<file path="config.mk">
export PLATFORM = sky130hd
export DESIGN_NAME = spimem_front
export DESIGN_NICKNAME = d
export VERILOG_FILES = /design/src/rtl/spimem_pkg.sv /design/src/rtl/spimem_sync.sv /design/src/rtl/spimem_shift.sv /design/src/rtl/spimem_prot.sv /design/src/rtl/spimem_front.sv
export SDC_FILE = /design/constraint.sdc
export NUM_CORES = 1
export LEC_CHECK = 0
export ABC_CLOCK_PERIOD_IN_PS = 3650
export BUFFER_PORTS_ARGS = -buffer_cell sky130_fd_sc_hd__buf_2
export CAP_MARGIN = 20
export CORE_ASPECT_RATIO = 1.5
export CORE_MARGIN = 3
export CORE_UTILIZATION = 60
export DETAILED_ROUTE_END_ITERATION = 8
export HOLD_SLACK_MARGIN = 0.15
export PLACE_DENSITY = 0.81
export SLEW_MARGIN = 20
export SYNTH_ARGS = -nofsm -noshare
export SYNTH_HDL_FRONTEND = slang
export SYNTH_SLANG_ARGS = --single-unit
</file>
<file path="constraint.sdc">
create_clock -name clk -period 3.65 [get_ports clk]
set_input_delay 0.365 -clock clk [delete_from_list [all_inputs] [get_ports clk]]
set_output_delay 0.365 -clock clk [all_outputs]
set_load 0.01 [all_outputs]
</file>
<file path="src/rtl/spimem_pkg.sv">
package spimem_pkg;
    localparam int BYTE_W = 8;

    localparam logic [BYTE_W-1:0] OP_STAT_WR = 8'h01;
    localparam logic [BYTE_W-1:0] OP_MEM_WR  = 8'h02;
    localparam logic [BYTE_W-1:0] OP_MEM_RD  = 8'h03;
    localparam logic [BYTE_W-1:0] OP_WEN_CLR = 8'h04;
    localparam logic [BYTE_W-1:0] OP_STAT_RD = 8'h05;
    localparam logic [BYTE_W-1:0] OP_WEN_SET = 8'h06;
    localparam logic [BYTE_W-1:0] OP_RESUME  = 8'hAB;
    localparam logic [BYTE_W-1:0] OP_NAP     = 8'hB9;

    typedef enum logic [3:0] {
        ST_IDLE, ST_OPC, ST_AHI, ST_ALO, ST_RDAT,
        ST_WDAT, ST_SROUT, ST_SRIN, ST_SKIP
    } fsm_t;
endpackage

</file>
<file path="src/rtl/spimem_sync.sv">
module spimem_sync #(
    parameter int STAGES = 2
) (
    input  logic clk,
    input  logic rst_n,
    input  logic sck_i,
    input  logic cs_n_i,
    input  logic si_i,
    input  logic hold_n_i,
    output logic sck_rise,
    output logic sck_fall,
    output logic cs_act,
    output logic si_s,
    output logic hold_s
);
    // packed as {hold_n, cs_n, sck, si}
    localparam logic [3:0] RST_V = 4'b1100;
    localparam int LAST = STAGES - 1;

    logic [3:0] stg [STAGES];
    logic       sck_d;

    always_ff @(posedge clk or negedge rst_n) begin
        if (!rst_n) begin
            for (int i = 0; i < STAGES; i++) stg[i] <= RST_V;
            sck_d <= 1'b0;
        end else begin
            stg[0] <= {hold_n_i, cs_n_i, sck_i, si_i};
            for (int i = 1; i < STAGES; i++) stg[i] <= stg[i-1];
            sck_d <= stg[LAST][1];
        end
    end

    assign sck_rise = stg[LAST][1] & ~sck_d;
    assign sck_fall = ~stg[LAST][1] & sck_d;
    assign cs_act   = ~stg[LAST][2];
    assign si_s     = stg[LAST][0];
    assign hold_s   = stg[LAST][3];
endmodule

</file>
<file path="src/rtl/spimem_shift.sv">
module spimem_shift #(
    parameter int DW = 8
) (
    input  logic          clk,
    input  logic          rst_n,
    input  logic          clr,
    input  logic          smp,
    input  logic          sdi,
    input  logic          drv,
    input  logic          load,
    input  logic [DW-1:0] load_val,
    output logic          byte_done,
    output logic [DW-1:0] rx_byte,
    output logic          sdo
);
    localparam int CW = $clog2(DW);
    localparam logic [CW-1:0] LAST_BIT = CW'(DW - 1);

    logic [DW-2:0] rx_q;
    logic [CW-1:0] cnt_q;
    logic [DW-1:0] tx_q;

    assign rx_byte   = {rx_q, sdi};
    assign byte_done = smp && (cnt_q == LAST_BIT);
    assign sdo       = tx_q[DW-1];

    always_ff @(posedge clk or negedge rst_n) begin
        if (!rst_n) begin
            rx_q  <= '0;
            cnt_q <= '0;
            tx_q  <= '0;
        end else begin
            if (clr) begin
                cnt_q <= '0;
            end else if (smp) begin
                rx_q  <= rx_byte[DW-2:0];
                cnt_q <= (cnt_q == LAST_BIT) ? '0 : cnt_q + 1'b1;
            end
            if (drv) tx_q <= load ? load_val : {tx_q[DW-2:0], 1'b0};
        end
    end
endmodule

</file>
<file path="src/rtl/spimem_prot.sv">
module spimem_prot (
    input  logic [1:0] bp,
    input  logic [1:0] addr_top,
    output logic       blocked
);
    always_comb begin
        unique case (bp)
            2'b00:   blocked = 1'b0;
            2'b01:   blocked = &addr_top;
            2'b10:   blocked = addr_top[1];
            default: blocked = 1'b1;
        endcase
    end
endmodule

</file>
<file path="src/rtl/spimem_front.sv">
module spimem_front
    import spimem_pkg::*;
#(
    parameter int AW          = 15,
    parameter int SYNC_STAGES = 2
) (
    input  logic              clk,
    input  logic              rst_n,
    input  logic              sck,
    input  logic              cs_n,
    input  logic              si,
    input  logic              hold_n,
    output logic              so,
    output logic              so_oe,
    output logic [AW-1:0]     mem_addr,
    output logic              mem_re,
    output logic              mem_we,
    output logic [BYTE_W-1:0] mem_wdata,
    input  logic [BYTE_W-1:0] mem_rdata,
    output logic              sr_req,
    input  logic              sr_gnt
);
    localparam int HI_W = AW - BYTE_W;

    logic sck_rise, sck_fall, cs_act, si_s, hold_s;
    logic smp, drv, byte_done, so_bit, blocked;
    logic [BYTE_W-1:0] rx_byte, status, load_val;
    logic [AW-1:0] addr_q, hdr_addr;
    logic wel_q, srwd_q, asleep_q, rd_cmd_q, load_pend_q, src_stat_q;
    logic [1:0] bp_q;
    logic [2:0] sr_data_q;
    fsm_t state_q, state_d;

    spimem_sync #(.STAGES(SYNC_STAGES)) u_sync (
        .clk(clk), .rst_n(rst_n), .sck_i(sck), .cs_n_i(cs_n), .si_i(si),
        .hold_n_i(hold_n), .sck_rise(sck_rise), .sck_fall(sck_fall),
        .cs_act(cs_act), .si_s(si_s), .hold_s(hold_s)
    );

    assign smp = sck_rise & cs_act & hold_s;
    assign drv = sck_fall & cs_act & hold_s;

    assign status   = {srwd_q, 3'b000, bp_q, wel_q, 1'b0};
    assign load_val = src_stat_q ? status : mem_rdata;
    assign hdr_addr = {addr_q[AW-1:BYTE_W], rx_byte};

    spimem_shift #(.DW(BYTE_W)) u_shift (
        .clk(clk), .rst_n(rst_n), .clr(!cs_act), .smp(smp), .sdi(si_s),
        .drv(drv), .load(load_pend_q), .load_val(load_val),
        .byte_done(byte_done), .rx_byte(rx_byte), .sdo(so_bit)
    );

    spimem_prot u_prot (
        .bp(bp_q), .addr_top(addr_q[AW-1 -: 2]), .blocked(blocked)
    );

    // next-state logic
    always_comb begin
        state_d = state_q;
        if (!cs_act) begin
            state_d = ST_IDLE;
        end else begin
            unique case (state_q)
                ST_IDLE: state_d = ST_OPC;
                ST_OPC: if (byte_done) begin
                    if (asleep_q) state_d = ST_SKIP;
                    else begin
                        case (rx_byte)
                            OP_MEM_RD, OP_MEM_WR: state_d = ST_AHI;
                            OP_STAT_RD:           state_d = ST_SROUT;
                            OP_STAT_WR:           state_d = ST_SRIN;
                            default:              state_d = ST_SKIP;
                        endcase
                    end
                end
                ST_AHI:  if (byte_done) state_d = ST_ALO;
                ST_ALO:  if (byte_done) state_d = rd_cmd_q ? ST_RDAT : ST_WDAT;
                ST_SRIN: if (byte_done) state_d = ST_SKIP;
                default: state_d = state_q;
            endcase
        end
    end

    // state register
    always_ff @(posedge clk or negedge rst_n) begin
        if (!rst_n) state_q <= ST_IDLE;
        else        state_q <= state_d;
    end

    // pin outputs
    always_comb begin
        so_oe = cs_act & hold_s & ~asleep_q &
                ((state_q == ST_RDAT) || (state_q == ST_SROUT));
        so    = so_oe & so_bit;
    end

    // datapath, strobes and status
    always_ff @(posedge clk or negedge rst_n) begin
        if (!rst_n) begin
            addr_q <= '0; mem_addr <= '0; mem_wdata <= '0;
            mem_re <= 1'b0; mem_we <= 1'b0; sr_req <= 1'b0; sr_data_q <= '0;
            wel_q <= 1'b0; srwd_q <= 1'b0; bp_q <= '0; asleep_q <= 1'b0;
            rd_cmd_q <= 1'b0; load_pend_q <= 1'b0; src_stat_q <= 1'b0;
        end else begin
            mem_re <= 1'b0;
            mem_we <= 1'b0;
            sr_req <= 1'b0;
            if (sr_req && sr_gnt) begin
                srwd_q <= sr_data_q[2];
                bp_q   <= sr_data_q[1:0];
            end
            if (!cs_act || (drv && load_pend_q)) load_pend_q <= 1'b0;
            if (byte_done) begin
                case (state_q)
                    ST_OPC: if (!asleep_q || rx_byte == OP_RESUME) begin
                        case (rx_byte)
                            OP_WEN_SET: wel_q    <= 1'b1;
                            OP_WEN_CLR: wel_q    <= 1'b0;
                            OP_NAP:     asleep_q <= 1'b1;
                            OP_RESUME:  asleep_q <= 1'b0;
                            OP_MEM_RD:  rd_cmd_q <= 1'b1;
                            OP_MEM_WR:  rd_cmd_q <= 1'b0;
                            OP_STAT_RD: begin load_pend_q <= 1'b1; src_stat_q <= 1'b1; end
                            default: ;
                        endcase
                    end
                    ST_AHI: addr_q[AW-1:BYTE_W] <= rx_byte[HI_W-1:0];
                    ST_ALO: begin
                        if (rd_cmd_q) begin
                            mem_re      <= 1'b1;
                            mem_addr    <= hdr_addr;
                            addr_q      <= hdr_addr + 1'b1;
                            load_pend_q <= 1'b1;
                            src_stat_q  <= 1'b0;
                        end else begin
                            addr_q <= hdr_addr;
                        end
                    end
                    ST_RDAT: begin
                        mem_re      <= 1'b1;
                        mem_addr    <= addr_q;
                        addr_q      <= addr_q + 1'b1;
                        load_pend_q <= 1'b1;
                        src_stat_q  <= 1'b0;
                    end
                    ST_WDAT: begin
                        if (wel_q && !blocked) begin
                            mem_we    <= 1'b1;
                            mem_addr  <= addr_q;
                            mem_wdata <= rx_byte;
                        end
                        addr_q <= addr_q + 1'b1;
                    end
                    ST_SROUT: begin load_pend_q <= 1'b1; src_stat_q <= 1'b1; end
                    ST_SRIN: begin
                        sr_req    <= wel_q;
                        sr_data_q <= {rx_byte[7], rx_byte[3:2]};
                    end
                    default: ;
                endcase
            end
        end
    end


    addr_step_chk: assert property (@(posedge clk) disable iff (!rst_n)
        (mem_re || mem_we) |-> (addr_q == mem_addr + AW'(1)));


    nap_quiet_chk: assert property (@(posedge clk) disable iff (!rst_n)
        asleep_q |-> (!so_oe && !mem_re && !mem_we));


    hold_freeze_chk: assert property (@(posedge clk) disable iff (!rst_n)
        (cs_act && !hold_s && state_q != ST_IDLE) |=> $stable(state_q));


    abort_no_write_chk: assert property (@(posedge clk) disable iff (!rst_n)
        !cs_act |=> !mem_we);


    sr_req_latch_chk: assert property (@(posedge clk) disable iff (!rst_n)
        sr_req |-> wel_q);


    wr_latch_chk: assert property (@(posedge clk) disable iff (!rst_n)
        mem_we |-> wel_q);
endmodule

</file>
==> summary.txt, run 1 <==
Drt
  • Final WL: 9.74 mm
  • Router iterations before antenna repair: 5
  • Post-route DRC: 0
  • Avg WL per Cell: 16.6 um
  • Vias per inst: 5.97
  • Total number of vias: 3504
  • Starting DRT DRC Count: 291
  • Final ANT Viol Nets: 0

Clock tree
  • Post-CTS setup buffer count: 0
  • Clock Pin Slew Worst Setup and Hold Paths: 0.08 ns
  • CTS tree: built
  • Worst skew pair latency: 0.35 ns
  • Hold buffer count at CTS: 4
  • Clock buffer depth: 2
  • CTS Buf Count: 9
  • Clock Sinks: 83
  • Root buffer cell: clkbuf_8
  • H-tree depth: 3
  • Resize count post-CTS: 0

GRT
  • Total track usage: 24.6%
  • M3 GR Usage: 5.53%
  • M2 GR Usage: 41.7%
  • GRT Max-Usage Layer: met2
  • First-pass GRT wire length: 16.6 mm
  • M1 GR Usage: 30.2%
  • Largest net degree at the start of global routing: 84
  • Grt total ovfl: 0
  • Initial antenna violation count: 0
  • Vias in the first global route: 3469

Logic synthesis
  • Top FF cell, synth: dfrtp_1
  • Fraction of registers with async set or reset after synthesis: 100%
  • Synthesized area per cell: 9.72 sq um
  • Synthesized flop and latch total: 83
  • EDFF count, synth: 0
  • Post-synth cell types: 65
  • Syn Nets: 477
  • Synthesized instance count: 455
  • Register area share after synthesis: 47.1%
  • Mapped cell area: 0.00442 sq mm
  • Yosys warnings: 0

Setup path
  • Critical path cell sequence: nor4bb_2 > buf_4 > and3_4 > nand2_4 > nor3_4 > mux2_2
  • CP max stage cell: nor3_4
  • Crit-path max cell delay: 0.74 ns
  • CP top delay family: simple AND/OR/NAND/NOR gates
  • Crit end category: flip-flop
  • Worst Path Required: 3.89 ns
  • Worst-path maximum fanout: 16
  • CP Class: reg2reg
  • Worst setup SP type: flip-flop
  • WP buf/inv: 1
  • Arr. time, crit path: 2.87 ns

STA
  • # setup viols final: 0
  • Final Skew: 0.00795 ns
  • Relative slew slack: 37.8%
  • RSZ-0062 raised after global routing: false
  • Crit share post-route: 72.1%
  • Final Hold Viols: 0
  • Max-slew violations: 0
  • Final min period: 2.63 ns
  • Achievable frequency: 0.380 GHz
  • Fin Setup TNS: 0 ns
  • Slew @ Worst Pin: 0.930 ns

Placed design
  • Gpl congestion: 0.931
  • Post-DP HPWL: 6.87 mm
  • Placed cell area: 0.00465 sq mm
  • IO buf count: 42

Floorplan
  • Die area: 0.00846 sq mm
  • Height of the die: 111 um
  • Top Ports: 43
  • Die X: 76.1 um
  • Core Area: 0.00699 sq mm
  • Row cnt: 37
  • Initial core utilization: 63.3%

Finish
  • Ant diodes: 0
  • Commonest non-fill, non-tap cell in the layout: dfrtp_1
  • Synthesis-to-finish area growth: 10.5%
  • Non-Filler Cell Area, Final: 0.00489 sq mm
  • Nets: 507
  • Share of cells above drive strength 1: 20.4%
  • Most frequent cells in the layout: dfrtp_1, nand2_1, buf_2
  • Fin util: 69.9%

Pwr
  • PD cells: 381 mW/mm^2
  • P_leak: 2.26 nW
  • Peak VDD IR: 0.000356 V

Run status
  • Outcome: completed

Hold path
  • Hold crit path type: in2reg

Flow run
  • Max Cap Viol: 0
-- cell usage after synthesis (all sizes together), types with 3 or more instances --
| cell | number | share of area, % |
|---|---|---|
| nand2 | 69 | 6.0 |
| nor2b | 5 | 0.71 |
| nor3 | 13 | 2.0 |
| mux2i | 6 | 1.4 |
| o21ai | 38 | 4.4 |
| dfstp | 4 | 2.4 |
| ha | 7 | 2.0 |
| nor4 | 7 | 0.99 |
| nor3b | 3 | 0.62 |
| inv | 8 | 0.68 |
| and3 | 4 | 0.68 |
| buf | 8 | 1.2 |
| o31ai | 6 | 1.0 |
| a221oi | 4 | 0.79 |
| a21oi | 22 | 2.5 |
| nand3b | 6 | 1.0 |
| nand2b | 8 | 1.1 |
| dfrtp | 79 | 45 |
| nor2 | 32 | 2.7 |
| clkbuf | 23 | 2.0 |
| nand4 | 9 | 1.3 |
| xnor2 | 8 | 1.6 |
| mux2 | 29 | 8.2 |
| xor2 | 7 | 1.4 |
| nand3 | 11 | 1.2 |
-- report_power, final --
part	total (mW)	internal, mW	switching [mW]
Clock	0.640	0.335	0.304
Combinational	0.198	0.0818	0.116
Sequential	1.02	0.962	0.0622
-- flip-flops by register name, summed over array words and instances, names as in the netlist, 2 cells and up --
name / flops
addr_q: 15
mem_addr: 15
mem_wdata: 8
u_shift.tx_q: 8
u_shift.rx_q: 7
u_sync.stg: 6
state_q: 4
sr_data_q: 3
u_shift.cnt_q: 3
bp_q: 2
-- kinds of logic after synthesis --
kind of cell,synth area share (%)
AND/OR/NAND/NOR,20.9
AO/OA/AOI/OAI,13.7
flip-flops,47.1
buffers and inverters,3.82
multiplexers,9.59
XOR/XNOR,2.97
adder cells (fa/ha/maj),1.98
-- layout make-up --
| cell class | instances | area (sq um) |
|---|---|---|
| clock inverters | 2 | 35.0 |
| multi-input cells | 333 | 2180 |
| well taps | 97 | 121 |
| clock buffers | 14 | 153 |
| inverters | 8 | 30.0 |
| flip-flops and latches | 83 | 2080 |
| repair buffers | 50 | 289 |
| fillers | 564 | 2100 |
-- per-stage QoR --
stage	worst slack (ns)	power, mW	hold slack (ns)	cells
floorplan	1.64	1.16	0.0694	455
global placement	1.05	1.23	0.335	566
detailed placement	1.02	1.24	0.337	566
CTS	1.01	1.88	0.214	586
global route	0.870	1.95	0.282	587
finish	1.02	1.86	0.251	587
-- worst register-to-register path: stages (launching register included) --
cell      delay [ns]
dfstp_2         0.54
nor4bb_2        0.19
buf_4           0.23
and3_4          0.26
nand2_4         0.13
nor3_4          0.74
mux2_2          0.42
-- metal layers --
metal  wire length [um]  vias to the layer above
li1                   -                     1671
met1               4190                     1715
met2               4950                       97
met3                398                       21
met4                195                        0
met5                  0                        -
-- final timing paths --
path | from | endpoint | slack (ns) | depth (start not counted)
max in group asynchronous | rst_n | mem_wdata[4]$_DFFE_PN0P_ | 2.53 | 2
hold / removal | mem_rdata[0] | u_shift.tx_q[0]$_DFFE_PN0N_ | 0.25 | 3
setup / recovery | u_sync.hold_s$_DFF_PN1_ | mem_addr[3]$_DFFE_PN0P_ | 1.02 | 6
hold reg to reg | u_sync.stg[5]$_DFF_PN0_ | u_sync.stg[1]$_DFF_PN0_ | 0.36 | 0
min in group asynchronous | rst_n | load_pend_q$_DFF_PN0_ | 0.60 | 2
setup reg to reg | u_sync.hold_s$_DFF_PN1_ | mem_addr[3]$_DFFE_PN0P_ | 1.02 | 6
Power figures use the tool's default switching activity.
==> run 2, diff against run 1 <==
ABC_CLOCK_PERIOD_IN_PS = 2100   (was 3650)
CORE_UTILIZATION = 54   (was 60)
PLACE_DENSITY = 0.77   (was 0.81)
clock period = 2.1 ns   (was 3.65 ns; I/O delays follow)
==> summary.txt, run 2 (synthesis gave the netlist of run 1 again) <==
Run status
  • Outcome: completed

STA
  • Final Skew: 0.00681 ns (-0.00114 ns)
  • Fin Setup TNS: 0 ns (unchanged)
  • Final min period: 2.02 ns (-0.608 ns)
  • Crit share post-route: 96.3% (+24 points)
  • Hold_ws: 0.163 ns (-0.0883 ns)
  • Final setup margin: 0.0771 ns (-0.942 ns)
  • Relative slew slack: 56.8% (+19 points)
  • Achievable frequency: 0.494 GHz (+30%)
  • Slew @ Worst Pin: 0.642 ns (-0.289 ns)
  • Max-slew violations: 0 (unchanged)
  • Final Hold Viols: 0 (unchanged)
  • # setup viols final: 0 (unchanged)

Finish
  • Ant diodes: 0 (unchanged)
  • Most frequent cells in the layout: dfrtp_1, nand2_1, buf_4
  • Commonest non-fill, non-tap cell in the layout: dfrtp_1
  • Non-Filler Cell Area, Final: 0.00543 sq mm (+11%)
  • Post-route insts no fill: 634 (+8.0%)
  • Share of cells above drive strength 1: 27.6% (+7.2 points)
  • Seq. cell area: 0.00208 sq mm (unchanged)
  • Synthesis-to-finish area growth: 22.7%
  • Area of the multi-input gates: 0.00222 sq mm (+1.7%)
  • Regs by FF count: addr_q: 15 flops, mem_addr: 15 flops
  • Nets: 550 (+8.5%)
  • Fill cells: 592 (+5.0%)

Placed design
  • Worst slack at placement: 0.0511 ns (-0.968 ns)
  • IO buf count: 42 (unchanged)
  • Placed instance count: 609 (+7.6%)
  • Placed cell area: 0.00499 sq mm (+7.3%)
  • Gpl congestion: 0.900 (-3.3%)
  • Post-DP HPWL: 7.49 mm (+9.0%)

Clock tree
  • Clock buffer depth: 2 (unchanged)
  • Clock Sinks: 83 (unchanged)
  • CTS Buf Count: 9 (unchanged)
  • Worst skew pair latency: 0.34 ns (about the same)
  • Clock Pin Slew Worst Setup and Hold Paths: 0.06 ns (-0.02 ns)
  • CTS tree: built
  • Root buffer cell: clkbuf_16
  • H-tree depth: 3 (unchanged)

Drt
  • Post-route DRC: 0 (unchanged)
  • Final WL: 10.6 mm (+8.8%)
  • Router iterations before antenna repair: 5 (unchanged)
  • Avg WL per Cell: 16.7 um (+0.71%)
  • Vias per inst: 5.82 (-2.6%)
  • Final ANT Viol Nets: 0 (unchanged)
  • Total number of vias: 3688 (+5.3%)
  • Starting DRT DRC Count: 409 (+41%)

GRT
  • Grt total ovfl: 0 (unchanged)
  • Total track usage: 24.5% (-0.027 points)
  • Vias in the first global route: 3771 (+8.7%)
  • Initial antenna violation count: 0 (unchanged)
  • Largest net degree at the start of global routing: 41 (-51%)
  • First-pass GRT wire length: 17.8 mm (+6.8%)

Pwr
  • Peak VDD IR: 0.000623 V (+75%)
  • P_leak: 2.56 nW (+13%)
  • PD cells: 712 mW/mm^2 (+87%)

Floorplan
  • Die area: 0.00934 sq mm (+10%)
  • Height of the die: 117 um (+5.1%)
  • Core Area: 0.00781 sq mm (+12%)
  • Top Ports: 43 (unchanged)
  • Die X: 79.9 um (+5.0%)
  • Initial core utilization: 56.7% (-6.6 points)
  • Row cnt: 39 (+5.4%)

Setup path
  • CP Class: reg2reg
  • Arr. time, crit path: 2.27 ns (-0.60 ns)
  • Worst Path Required: 2.35 ns (-1.54 ns)
  • Crit end category: flip-flop
  • Critical path cell sequence: nand3_1 > nor4_1 > mux2i_1 > a211oi_1 > o31ai_1
  • Worst-path maximum fanout: 8 (-8)
  • Worst setup SP type: flip-flop
  • Crit-path max cell delay: 0.62 ns (-0.12 ns)
  • CP max stage cell: nor4_1

Flow run
  • Max Cap Viol: 0 (unchanged)

Hold path
  • Hold crit path type: in2reg
-- run 2: metrics by stage --
| step | power (mW) | utilization (%) |
|---|---|---|
| floorplan | 2.01 | - |
| global placement | 2.19 | 63.9 |
| detailed placement | 2.21 | 63.9 |
| CTS | 3.89 | 68.7 |
| global route | 4.01 | 69.5 |
| finish | 3.86 | 69.5 |
-- run 2: repair_timing --
item / in CTS / in global routing
endpoints found under the hold margin: 39 / 0
buffers inserted: 0 / 4
setup endpoints to repair: 0 / 23
hold buffers: 6 / 0
resized for setup: 0 / 7
-- run 2: power by group --
group | internal [mW] | switching, mW
clock network | 1.07 | 0.599
logic | 0.191 | 0.280
registers | 1.68 | 0.0493
-- run 2: cell type report --
type,instances,area share [%]
Sequential cell,83,38.4
Tap cell,102,2.35
Clock inverter,2,1.11
Inverter,8,0.553
Clock buffer,13,4.61
Multi-Input combinational cell,333,40.8
Timing Repair Buffer,93,12.2
-- run 2: worst paths after layout --
| kind | startpoint | endpoint | slack, ns | depth (start not counted) |
|---|---|---|---|---|
| max | addr_q[8]$_DFFE_PN0P_ | addr_q[13]$_DFFE_PN0P_ | 0.08 | 5 |
| min | mem_rdata[6] | u_shift.tx_q[6]$_DFFE_PN0N_ | 0.16 | 3 |
| max reg2reg | addr_q[8]$_DFFE_PN0P_ | addr_q[13]$_DFFE_PN0P_ | 0.08 | 5 |
| min reg2reg | u_sync.stg[5]$_DFF_PN0_ | u_sync.stg[1]$_DFF_PN0_ | 0.35 | 0 |
| max in group asynchronous | rst_n | addr_q[12]$_DFFE_PN0P_ | 1.10 | 3 |
| min in group asynchronous | rst_n | u_shift.tx_q[0]$_DFFE_PN0N_ | 0.39 | 2 |
-- run 2: routing by layer --
metal,part of all wire [%],GRT usage [%],vias to the layer above
met3,5.6,5.28,30
met1,41,29.4,1778
li1,-,-,1756
met2,50,41.0,124
met5,0,0,-
met4,3.3,13.4,0
-- run 2: critical path, delay by kind of cell, from the launching register on --
kind / cells / cell delay [ns]
AO/OA/AOI/OAI: 2 / 0.29
AND/OR/NAND/NOR: 2 / 0.90
multiplexers: 1 / 0.26
flip-flops: 1 / 0.48
